--- src/rtl/cfg_lock_pkg.sv ---
package cfg_lock_pkg;

    typedef enum logic [1:0] {
        LM_OPEN   = 2'd0,
        LM_KEYED  = 2'd1,
        LM_SEALED = 2'd2
    } lock_mode_e;

    typedef enum logic [2:0] {
        OP_READ     = 3'd0,
        OP_ERASE    = 3'd1,
        OP_PROGRAM  = 3'd2,
        OP_LOCK_KEY = 3'd3,
        OP_UNLOCK   = 3'd4,
        OP_SEAL     = 3'd5,
        OP_BURN_OTP = 3'd6,
        OP_RSVD     = 3'd7
    } cmd_op_e;

endpackage

--- src/rtl/cfg_key_cmp.sv ---
module cfg_key_cmp #(
    parameter int KEY_W  = 128,
    parameter int LANE_W = 32
) (
    input  logic [KEY_W-1:0] key_a,
    input  logic [KEY_W-1:0] key_b,
    output logic             match
);
    localparam int LANES = KEY_W / LANE_W;

    logic [LANES-1:0] lane_eq;

    // Per-lane equality, all lanes reduced in the same cycle
    for (genvar g = 0; g < LANES; g++) begin : g_lane
        assign lane_eq[g] = (key_a[g*LANE_W +: LANE_W] == key_b[g*LANE_W +: LANE_W]);
    end

    assign match = &lane_eq;
endmodule

--- src/rtl/cfg_fail_ctr.sv ---
module cfg_fail_ctr #(
    parameter int LOCK_LIMIT = 3,
    parameter int CNT_W      = 2
) (
    input  logic [CNT_W-1:0] cnt_q,
    input  logic             inc,
    input  logic             clr,
    output logic [CNT_W-1:0] cnt_d,
    output logic             at_limit
);
    localparam logic [CNT_W-1:0] LIM = CNT_W'(LOCK_LIMIT);

    assign at_limit = (cnt_q == LIM);

    always_comb begin
        cnt_d = cnt_q;
        if (clr) begin
            cnt_d = '0;
        end else if (inc && !at_limit) begin
            cnt_d = cnt_q + 1'b1;
        end
    end
endmodule

--- src/rtl/cfg_access_policy.sv ---
module cfg_access_policy
    import cfg_lock_pkg::*;
(
    input  logic       valid,
    input  cmd_op_e    op,
    input  lock_mode_e mode,
    input  logic       otp,
    input  logic       blocked,
    input  logic       key_match,
    output logic       grant,
    output logic       go_keyed,
    output logic       go_open,
    output logic       go_sealed,
    output logic       go_otp,
    output logic       fail_inc
);
    logic is_open;
    assign is_open = (mode == LM_OPEN);

    always_comb begin
        grant     = 1'b0;
        go_keyed  = 1'b0;
        go_open   = 1'b0;
        go_sealed = 1'b0;
        go_otp    = 1'b0;
        fail_inc  = 1'b0;
        if (valid) begin
            unique case (op)
                OP_READ:     grant = is_open;
                OP_ERASE,
                OP_PROGRAM:  grant = is_open && !otp;
                OP_LOCK_KEY: begin
                    grant    = is_open;
                    go_keyed = is_open;
                end
                OP_UNLOCK: begin
                    if (mode == LM_KEYED && !blocked) begin
                        grant    = key_match;
                        go_open  = key_match;
                        fail_inc = !key_match;
                    end
                end
                OP_SEAL: begin
                    grant     = is_open;
                    go_sealed = is_open;
                end
                OP_BURN_OTP: begin
                    grant  = is_open && !otp;
                    go_otp = is_open && !otp;
                end
                default:     grant = 1'b0;
            endcase
        end
    end
endmodule

--- src/rtl/cfg_lock_ctrl.sv ---
module cfg_lock_ctrl
    import cfg_lock_pkg::*;
#(
    parameter int KEY_W      = 128,
    parameter int LANE_W     = 32,
    parameter int LOCK_LIMIT = 3,
    parameter int CNT_W      = $clog2(LOCK_LIMIT + 1)
) (
    input  logic             clk,
    input  logic             rst_n,
    input  logic             cmd_valid,
    input  logic [2:0]       cmd_op,
    input  logic [KEY_W-1:0] cmd_data,
    output logic             rsp_grant,
    output logic             rsp_reject,
    output logic [1:0]       lock_mode,
    output logic             otp_set,
    output logic             unlock_blocked,
    output logic [CNT_W-1:0] fail_count
);
    typedef struct packed {
        lock_mode_e       mode;
        logic             otp;
        logic [KEY_W-1:0] key;
        logic [CNT_W-1:0] fails;
        logic             grant;
        logic             reject;
    } st_t;

    st_t st_d, st_q;

    logic             key_match;
    logic             at_limit;
    logic [CNT_W-1:0] cnt_next;
    logic             pol_grant, go_keyed, go_open, go_sealed, go_otp, fail_inc;

    cfg_key_cmp #(
        .KEY_W  (KEY_W),
        .LANE_W (LANE_W)
    ) u_cmp (
        .key_a (cmd_data),
        .key_b (st_q.key),
        .match (key_match)
    );

    cfg_fail_ctr #(
        .LOCK_LIMIT (LOCK_LIMIT),
        .CNT_W      (CNT_W)
    ) u_ctr (
        .cnt_q    (st_q.fails),
        .inc      (fail_inc),
        .clr      (go_open),
        .cnt_d    (cnt_next),
        .at_limit (at_limit)
    );

    cfg_access_policy u_pol (
        .valid     (cmd_valid),
        .op        (cmd_op_e'(cmd_op)),
        .mode      (st_q.mode),
        .otp       (st_q.otp),
        .blocked   (at_limit),
        .key_match (key_match),
        .grant     (pol_grant),
        .go_keyed  (go_keyed),
        .go_open   (go_open),
        .go_sealed (go_sealed),
        .go_otp    (go_otp),
        .fail_inc  (fail_inc)
    );

    always_comb begin
        st_d        = st_q;
        st_d.grant  = cmd_valid && pol_grant;
        st_d.reject = cmd_valid && !pol_grant;
        st_d.fails  = cnt_next;
        if (go_keyed) begin
            st_d.mode = LM_KEYED;
            st_d.key  = cmd_data;
        end
        if (go_open)   st_d.mode = LM_OPEN;
        if (go_sealed) st_d.mode = LM_SEALED;
        if (go_otp)    st_d.otp  = 1'b1;
    end

    always_ff @(posedge clk) begin
        if (!rst_n) begin
            st_q <= '{mode: LM_OPEN, otp: 1'b0, key: '0, fails: '0,
                      grant: 1'b0, reject: 1'b0};
        end else begin
            st_q <= st_d;
        end
    end

    assign rsp_grant      = st_q.grant;
    assign rsp_reject     = st_q.reject;
    assign lock_mode      = st_q.mode;
    assign otp_set        = st_q.otp;
    assign unlock_blocked = at_limit;
    assign fail_count     = st_q.fails;
endmodule

--- config.mk ---
export PLATFORM = sky130hd
export DESIGN_NAME = cfg_lock_ctrl
export DESIGN_NICKNAME = d
export VERILOG_FILES = /design/src/rtl/cfg_lock_pkg.sv /design/src/rtl/cfg_key_cmp.sv /design/src/rtl/cfg_fail_ctr.sv /design/src/rtl/cfg_access_policy.sv /design/src/rtl/cfg_lock_ctrl.sv
export SDC_FILE = /design/constraint.sdc
export NUM_CORES = 1
export LEC_CHECK = 0
export BUFFER_PORTS_ARGS = -buffer_cell sky130_fd_sc_hd__buf_2
export CORE_ASPECT_RATIO = 0.7
export CORE_UTILIZATION = 51
export CTS_BUF_LIST = sky130_fd_sc_hd__clkbuf_16
export CTS_CLUSTER_SIZE = 16
export DETAILED_ROUTE_END_ITERATION = 16
export PLACE_DENSITY = 0.81
export SYNTH_ARGS = -nofsm -noshare
export SYNTH_HDL_FRONTEND = slang
export SYNTH_SLANG_ARGS = --single-unit
export TNS_END_PERCENT = 50
--- constraint.sdc ---
create_clock -name clk -period 4.54 [get_ports clk]
set_clock_uncertainty 0.2 [all_clocks]
set_input_delay 0.454 -clock clk [delete_from_list [all_inputs] [get_ports clk]]
set_output_delay 0.454 -clock clk [all_outputs]
set_load 0.02 [all_outputs]
# Word-level counts from Yosys, hierarchy flattened
# Cells that the tools add are included.
dict set report classes {
  bitwise 1
  reduce_logical 17
  n_mux 17
  n_addsub 1
  eq_ne 12
}
# op n
set ops {}
lappend ops {{$eq A32 B32 Y1} 4}
lappend ops {{$mux W1} 13}
lappend ops {{$eq A3 B3 Y1 const B} 3}
lappend ops {{$reduce_or A3 Y1} 3}
lappend ops {{$eq A3 B2 Y1 const B} 2}
lappend ops {{$mux W2} 3}
lappend ops {{$logic_and A1 B1 Y1} 5}
lappend ops {{$logic_not A1 Y1} 4}
lappend ops {{$reduce_and A4 Y1} 1}
lappend ops {{$eq A3 B1 Y1 const B} 1}
lappend ops {{$logic_not A3 Y1} 1}
lappend ops {{$pmux W1 S3} 1}
lappend ops {{$reduce_bool A3 Y1} 1}
lappend ops {{$add A2 B1 Y2 const B} 1}
lappend ops {{$eq A2 B1 Y1 const B} 1}
lappend ops {{$eq A2 B2 Y1 const B} 1}
lappend ops {{$logic_not A2 Y1} 1}
lappend ops {{$reduce_or A2 Y1} 1}
lappend ops {{$not A1 Y1} 1}
dict set report totals {
  input_bits 134
  out_inout_bits 8
  ff_bits 135
  wordCells 55
}

# Depth between registers and ports, before layout
# Gate-level depths: netlist (run 1).
dict set report logic_depth {
  depth_word 8
  depth_mapped 6
  mapped_depth_nobuf 6
}

# Hierarchy
# A second synthesis (run 1) with hierarchy kept.
dict set report unflattened {
  cells_unflattened 636
  area_unflattened_um2 6723.9
}
# module cells_each seq_area_each_um2 instances area_each_um2
set modules_own_cells {}
lappend modules_own_cells {cfg_lock_ctrl 435 2702.6 1 5109.9}
lappend modules_own_cells {cfg_key_cmp 171 0.0 1 1393.8}
lappend modules_own_cells {cfg_access_policy 22 0.0 1 146.4}
lappend modules_own_cells {cfg_fail_ctr 8 0.0 1 73.8}

# Least setup slack after synthesis (run 1)
# Ideal clock, no wire load.
dict set report synth_timing {
  kind {in2reg}
  from {in cmd_data[45]}
  to {reg st_q (netlist bit lock_mode[0])}
  cell_stages 6
  required_ps 4221
  path_slack_ps 2606
  setup_time_ps 119
  n_path_buf 0
  arrival_ps 1615
  cell_sequence {xor2_1 > nor4_1 > nand4_1 > nor4_4 > nand2_1 > o221a_1}
}
dict set report synth_via {
  elab_chain_cells 6
}
# item line
set synth_rtl {}
lappend synth_rtl {{start: declaration} cfg_lock_ctrl.sv:13} ;# input logic [KEY_W-1:0] cmd_data,
lappend synth_rtl {{$eq A32 B32 Y1} cfg_key_cmp.sv:15} ;# assign lane_eq[g] = (key_a[g*LANE_W +: LANE_W] == key_b[g*LANE_W +: LANE_W]);
lappend synth_rtl {{$reduce_and A4 Y1} cfg_key_cmp.sv:18} ;# assign match = &lane_eq;
lappend synth_rtl {{$mux W1} cfg_access_policy.sv:37} ;# if (mode == LM_KEYED && !blocked) begin
lappend synth_rtl {{$mux W1} cfg_access_policy.sv:28} ;# unique case (op)
lappend synth_rtl {{$mux W1} cfg_access_policy.sv:27} ;# if (valid) begin
lappend synth_rtl {{$reduce_or A3 Y1 (no line)} n/a}
lappend synth_rtl {{end signal: assignment} cfg_lock_ctrl.sv:88} ;# st_q <= '{mode: LM_OPEN, otp: 1'b0, key: '0, fails: '0,
lappend synth_rtl {{end signal: assignment} cfg_lock_ctrl.sv:91} ;# st_q <= st_d;
lappend synth_rtl {{end: declaration} cfg_lock_ctrl.sv:30} ;# st_t st_d, st_q;
# Every way passes these cells.
# A chain may end at the register's enable or synchronous reset.

# Final worst setup path (run 1)
dict set report layout_timing {
  from {reg st_q (netlist bit lock_mode[1])}
  to {reg st_q[41] (netlist bit)}
}
dict set report layout_via {
  elab_chain_cells 3
}
# item line
set layout_rtl {}
lappend layout_rtl {{$logic_not A2 Y1} cfg_access_policy.sv:18} ;# assign is_open = (mode == LM_OPEN);
lappend layout_rtl {{$mux W1} cfg_access_policy.sv:28}
lappend layout_rtl {{$mux W1} cfg_access_policy.sv:27}
# Every way passes these cells.

==> flow_summary.json, run 1 <==
{
  "status": "completed",
  "cts_tree": "yes",
  "dp_hpwl_um": 10900,
  "tns_ps": 0,
  "grt_max_degree": 129,
  "cts_made_buffers": 17,
  "cts_resized": 0,
  "maxSlewViolCount": 0,
  "yosys_warnings": 0,
  "r2r_slack_ps": 2070,
  "yosys.area.top_type": "dfxtp_1",
  "synthCells": 767,
  "synth.most_common_cell": "nand2_1",
  "rows": 33,
  "fin_nets": 1018,
  "synth_edf_count": 0,
  "finalHoldViolations": 0,
  "drc": 0,
  "drt_pass1_iterations": 4,
  "port_buffers": 141,
  "postRouteAntennaNets": 0,
  "crit_required_ps": 4650,
  "yosys.area.top_type_share_pct": 41.9,
  "drive_gt1_share_pct": 19.6,
  "dr_total_vias": 5437,
  "crit_fanout": 78,
  "power_density_nw_per_um2": 349,
  "ir_worst_vdd_mv": 0.232,
  "synth_common_cells": "nand2_1 (263), dfxtp_1 (135), xor2_1 (128)",
  "worstReg2RegStart": "lock_mode[1]",
  "clock_latency_ps": 400,
  "ys_ff_latch": 135,
  "htree_levels": 4,
  "hold_class": "primary input to flip-flop",
  "setup_violations": 0,
  "clk_pin_slew_ps": 60,
  "worstSetupStartpoint": "lock_mode[1]",
  "syn_area_um2": 6450,
  "cts_sinks": 135,
  "syn_avg_cell_area_um2": 8.40,
  "grt_setup_unrepaired": "false",
  "synth_area_leaders": "dfxtp_1 (42%), xor2_1 (17%), nand2_1 (15%), a21boi_1 (11%), a21boi_0 (4.2%)",
  "cts_setup_buffers": 0,
  "drt-initial-drc-count": 345,
  "synthesis.nets": 902,
  "placedCellCount": 1021,
  "holdCritStartpoint": "cmd_data[12]",
  "slew_headroom_pct": 34.5,
  "tightest_slew_ps": 983,
  "via_per_inst": 5.14,
  "worst_slack_ps": 2070,
  "dp_slack_ps": 1910,
  "place_congestion": 0.762,
  "cts_buffer_depth": 2,
  "die-area_um2": 13100,
  "post_drt_wl_per_cell_um": 14.7,
  "p_leak_uw": 0.00331,
  "cts_root_buffer": "clkbuf_16",
  "async_reset_ff_share_pct": 0,
  "finalCritPeriodShare_pct": 54.4,
  "max_cap_violations": 0,
  "wl_um": 15600,
  "post-route-min-period_ps": 2470,
  "syn_to_final_growth_pct": 19.8,
  "fp.dieW_um": 136,
  "end_kind": "flip-flop",
  "core_um2": 12000,
  "die_h_um": 96.1,
  "synth_seq_area_share_pct": 41.9,
  "cp.arrival_ps": 2580,
  "first_global_vias": 4962,
  "startpoint_type": "flip-flop",
  "worstSetupPathType": "flip-flop to flip-flop",
  "start_util_pct": 53.6,
  "synth_ff_type": "dfxtp_1",
  "cts-hold-fix-buffers": 0,
  "antenna_found_initial": 6,
  "fmax_ghz": 0.405,
  "gr-total-overflow": 0,
  "yosysUniqueCellTypes": 30,
  "grt_pass1_wl_um": 24400,
  "final_cell_count_no_fill": 1057,
  "design.portCount": 142,
  "track_usage_pct": 24.6
}
[worst max-delay path, cell delays in order (launching register included)]
cell and delay (ps):
dfxtp_1 350, and4bb_2 340, and3b_4 860, buf_12 330
nand2_1 80, a21boi_0 190
[placed cells by master, fill, tap and decap left out, types with 2 or more instances in the layout]
cell type and count:
a21boi_1 93, nand2_1 263, diode_2 6, buf_4 2
nor4_1 32, clkbuf_16 17, buf_2 140, inv_1 2
nand4_1 8, dfxtp_1 135, a21oi_1 2, a21boi_0 36
clkinv_2 6, nand2b_1 2, nor2b_1 2, buf_12 2
nor2_1 3, xor2_1 128, clkinvlp_4 3
[cells by family after synthesis]
kind of cell | share of synthesized area, %
xor+xnor | 17.4
compound gates | 16.0
fa+ha+maj | 0.194
flops | 41.9
simple gates | 21.2
buf+inv | 3.28
[sequential cells by signal (all words and copies together), names as in the netlist]
signal      cells
rsp_grant       1
st_q          128
lock_mode       2
rsp_reject      1
otp_set         1
fail_count      2
[layout make-up]
type / count / area [um^2]
Fill cell: 1046 / 4290
Sequential cell: 135 / 2700
Clock buffer: 17 / 425
Clock inverter: 13 / 93.8
Timing Repair Buffer: 144 / 756
Antenna cell: 6 / 15.0
Multi-Input combinational cell: 585 / 3540
Tap cell: 157 / 196
[worst paths after layout]
| kind | endpoint | cells past startpoint |
|---|---|---|
| setup / recovery | st_q[41] | 5 |
| hold / removal | st_q[16] | 3 |
| setup reg to reg | st_q[41] | 5 |
| hold reg to reg | st_q[5] | 2 |
[metrics by stage]
| stage | hold WS, ps | power [uW] | cell area (um^2) | utilization (%) |
|---|---|---|---|---|
| 2_1_floorplan | 247 | 1380 | 6450 | - |
| 3_3_place_gp | 253 | 1490 | 7190 | 59.8 |
| 3_5_place_dp | 257 | 1500 | 7190 | 59.8 |
| 4_1_cts | 89.0 | 2710 | 7710 | 64.2 |
| 5_1_grt | 98.3 | 2800 | 7710 | 64.2 |
| 6_report | 98.7 | 2700 | 7720 | 64.3 |
[routing by layer]
layer | GRT usage, % | wire length [um] | up-vias
li1 | - | - | 2758
met1 | 33.2 | 7380 | 2493
met2 | 37.1 | 6610 | 167
met3 | 8.32 | 1440 | 17
met4 | 7.22 | 136 | 2
met5 | 0 | 17 | -
[report_power, final]
group          total, uW  internal [uW]  switching (uW)
Combinational        246            115             132
Sequential          1230           1210            16.4
Clock               1220            733             489
Total               2700           2060             637
Power figures use the tool's default switching activity.
==> run 2: changes to the inputs <==
==> constraint.sdc (replaced) <==
create_clock -name clk -period 2.28 [get_ports clk]
set_clock_uncertainty 0.2 [all_clocks]
set_input_delay 0.228 -clock clk [delete_from_list [all_inputs] [get_ports clk]]
set_output_delay 0.228 -clock clk [all_outputs]
set_load 0.02 [all_outputs]
==> flow_summary.json, run 2 (synthesized netlist as in run 1, its figures left out) <==
{
  "end_kind": "flip-flop",
  "die_h_um": 96.1,
  "mostFrequentLayoutCell": "nand2_1",
  "place_congestion": 0.821,
  "top_register": "st_q",
  "first_global_vias": 6033,
  "htree_levels": 4,
  "max_cap_violations": 0,
  "design_area_um2": 9280,
  "cts_buffer_depth": 2,
  "cpMaxStageDelayCell": "dlygate4sd3_1",
  "placedCellCount": 1027,
  "cp.arrival_ps": 2370,
  "nFillCells": 810,
  "drt-initial-drc-count": 480,
  "finalHoldViolations": 0,
  "hold_class": "primary input to flip-flop",
  "postRouteAntennaNets": 0,
  "finalCritPeriodShare_pct": 99.6,
  "status": "completed",
  "syn_to_final_growth_pct": 44.0,
  "design.portCount": 142,
  "track_usage_pct": 28.9,
  "grt_use_met3_pct": 6.64,
  "fp.dieW_um": 136,
  "cts_root_buffer": "clkbuf_16",
  "grt_pass1_wl_um": 28800,
  "worstSetupStartpoint": "cmd_data[95]",
  "post-route-min-period_ps": 2270,
  "slew_headroom_pct": 66.4,
  "power_uw": 6020,
  "port_buffers": 141,
  "ir_worst_vdd_mv": 0.645,
  "dpl_cell_area_um2": 7270,
  "drc": 0,
  "fin_nets": 1134,
  "power_density_nw_per_um2": 649,
  "fmax_ghz": 0.440,
  "maxSlewViolCount": 0,
  "dr_total_vias": 6017,
  "tightest_slew_ps": 505,
  "cts_sinks": 135,
  "via_per_inst": 5.13,
  "final_cell_mix": "nand2_1 (263), dfxtp_1 (135), dlygate4sd3_1 (128), xor2_1 (126), buf_2 (119)",
  "wl_um": 18900,
  "start_util_pct": 53.6,
  "clk_pin_slew_ps": 60,
  "fin_util_pct": 77.3,
  "final_cell_count_no_fill": 1173,
  "cts_tree": "yes",
  "largest_reg_flops": 128,
  "clock_latency_ps": 410,
  "antenna_found_initial": 3,
  "worstReg2RegStart": "st_q[31]",
  "met1_usage_pct": 36.0,
  "top_usage_layer": "met2",
  "rows": 33,
  "use_met2_pct": 49.5,
  "die-area_um2": 13100,
  "worstSetupPathType": "primary input to flip-flop",
  "slowest_delay_ps": 550,
  "grt_max_degree": 108,
  "cts_made_buffers": 17,
  "drive_gt1_share_pct": 19.0,
  "startpoint_type": "primary input",
  "p_leak_uw": 0.00391,
  "gr-total-overflow": 0,
  "crit_required_ps": 2380,
  "crit_fanout": 3,
  "drt_pass1_iterations": 5,
  "holdCritStartpoint": "cmd_op[2]",
  "cp_cell_sequence": "dlygate4sd3_1, buf_2, xor2_1, nor4_2, nand4_1, nor4_4, nand2_1, o221a_1",
  "setup_violations": 0,
  "post_drt_wl_per_cell_um": 16.1,
  "tns_ps": 0,
  "core_um2": 12000,
  "dp_hpwl_um": 10900
}
## run 2: what timing repair did
action | in CTS | in global routing
gates resized for setup | 0 | 30
hold buffers | 130 | 0
endpoints found under the hold margin | 130 | 0
setup endpoints to repair | 0 | 5
buffers inserted | 0 | 1
## run 2: path summary, 6_finish.rpt
check | cells after the start | slack, ps | end
max | 8 | 8 | lock_mode[0]
max reg2reg | 6 | 80 | lock_mode[0]
min | 4 | 30 | rsp_grant
min reg2reg | 2 | 260 | st_q[16]
## run 2: per-stage QoR
| stage | hold slack, ps | setup slack, ps |
|---|---|---|
| floorplan | 160 | 482 |
| global placement | 252 | 37.7 |
| detailed placement | 257 | 24.1 |
| CTS | 27.5 | 10.5 |
| global route | 70.8 | -40.6 |
| finish | 32.6 | 8.31 |
## run 2: worst max-delay path, delay by kind of cell
kind,cells,cell delay [ps]
and+or+nand+nor,4,1060
xor gates and xnor gates,1,160
buffers and inverters,2,690
AOI/OAI and AO/OA,1,240
## run 2: area by class of cell
type	instances	area [um^2]	area share (%)
sequential	135	2700	29.1
multi-input combinational	585	3720	40.0
tap	157	196	2.12
timing repair buffer	260	2050	22.1
clock buffer	17	425	4.58
antenna	4	10.0	0.108
clock inverter	15	185	1.99
## run 2: report_power, final
part	switching (uW)	internal, uW	total, uW
Combinational	344	380	725
Sequential	35.0	2410	2450
Clock	1040	1810	2850
Total	1420	4610	6020
## run 2: routing by layer
| metal | vias up | share of wire, % |
|---|---|---|
| li1 | 2984 | - |
| met1 | 2839 | 45 |
| met2 | 163 | 48 |
| met3 | 31 | 5.7 |
| met4 | 0 | 1.8 |
| met5 | - | 0 |
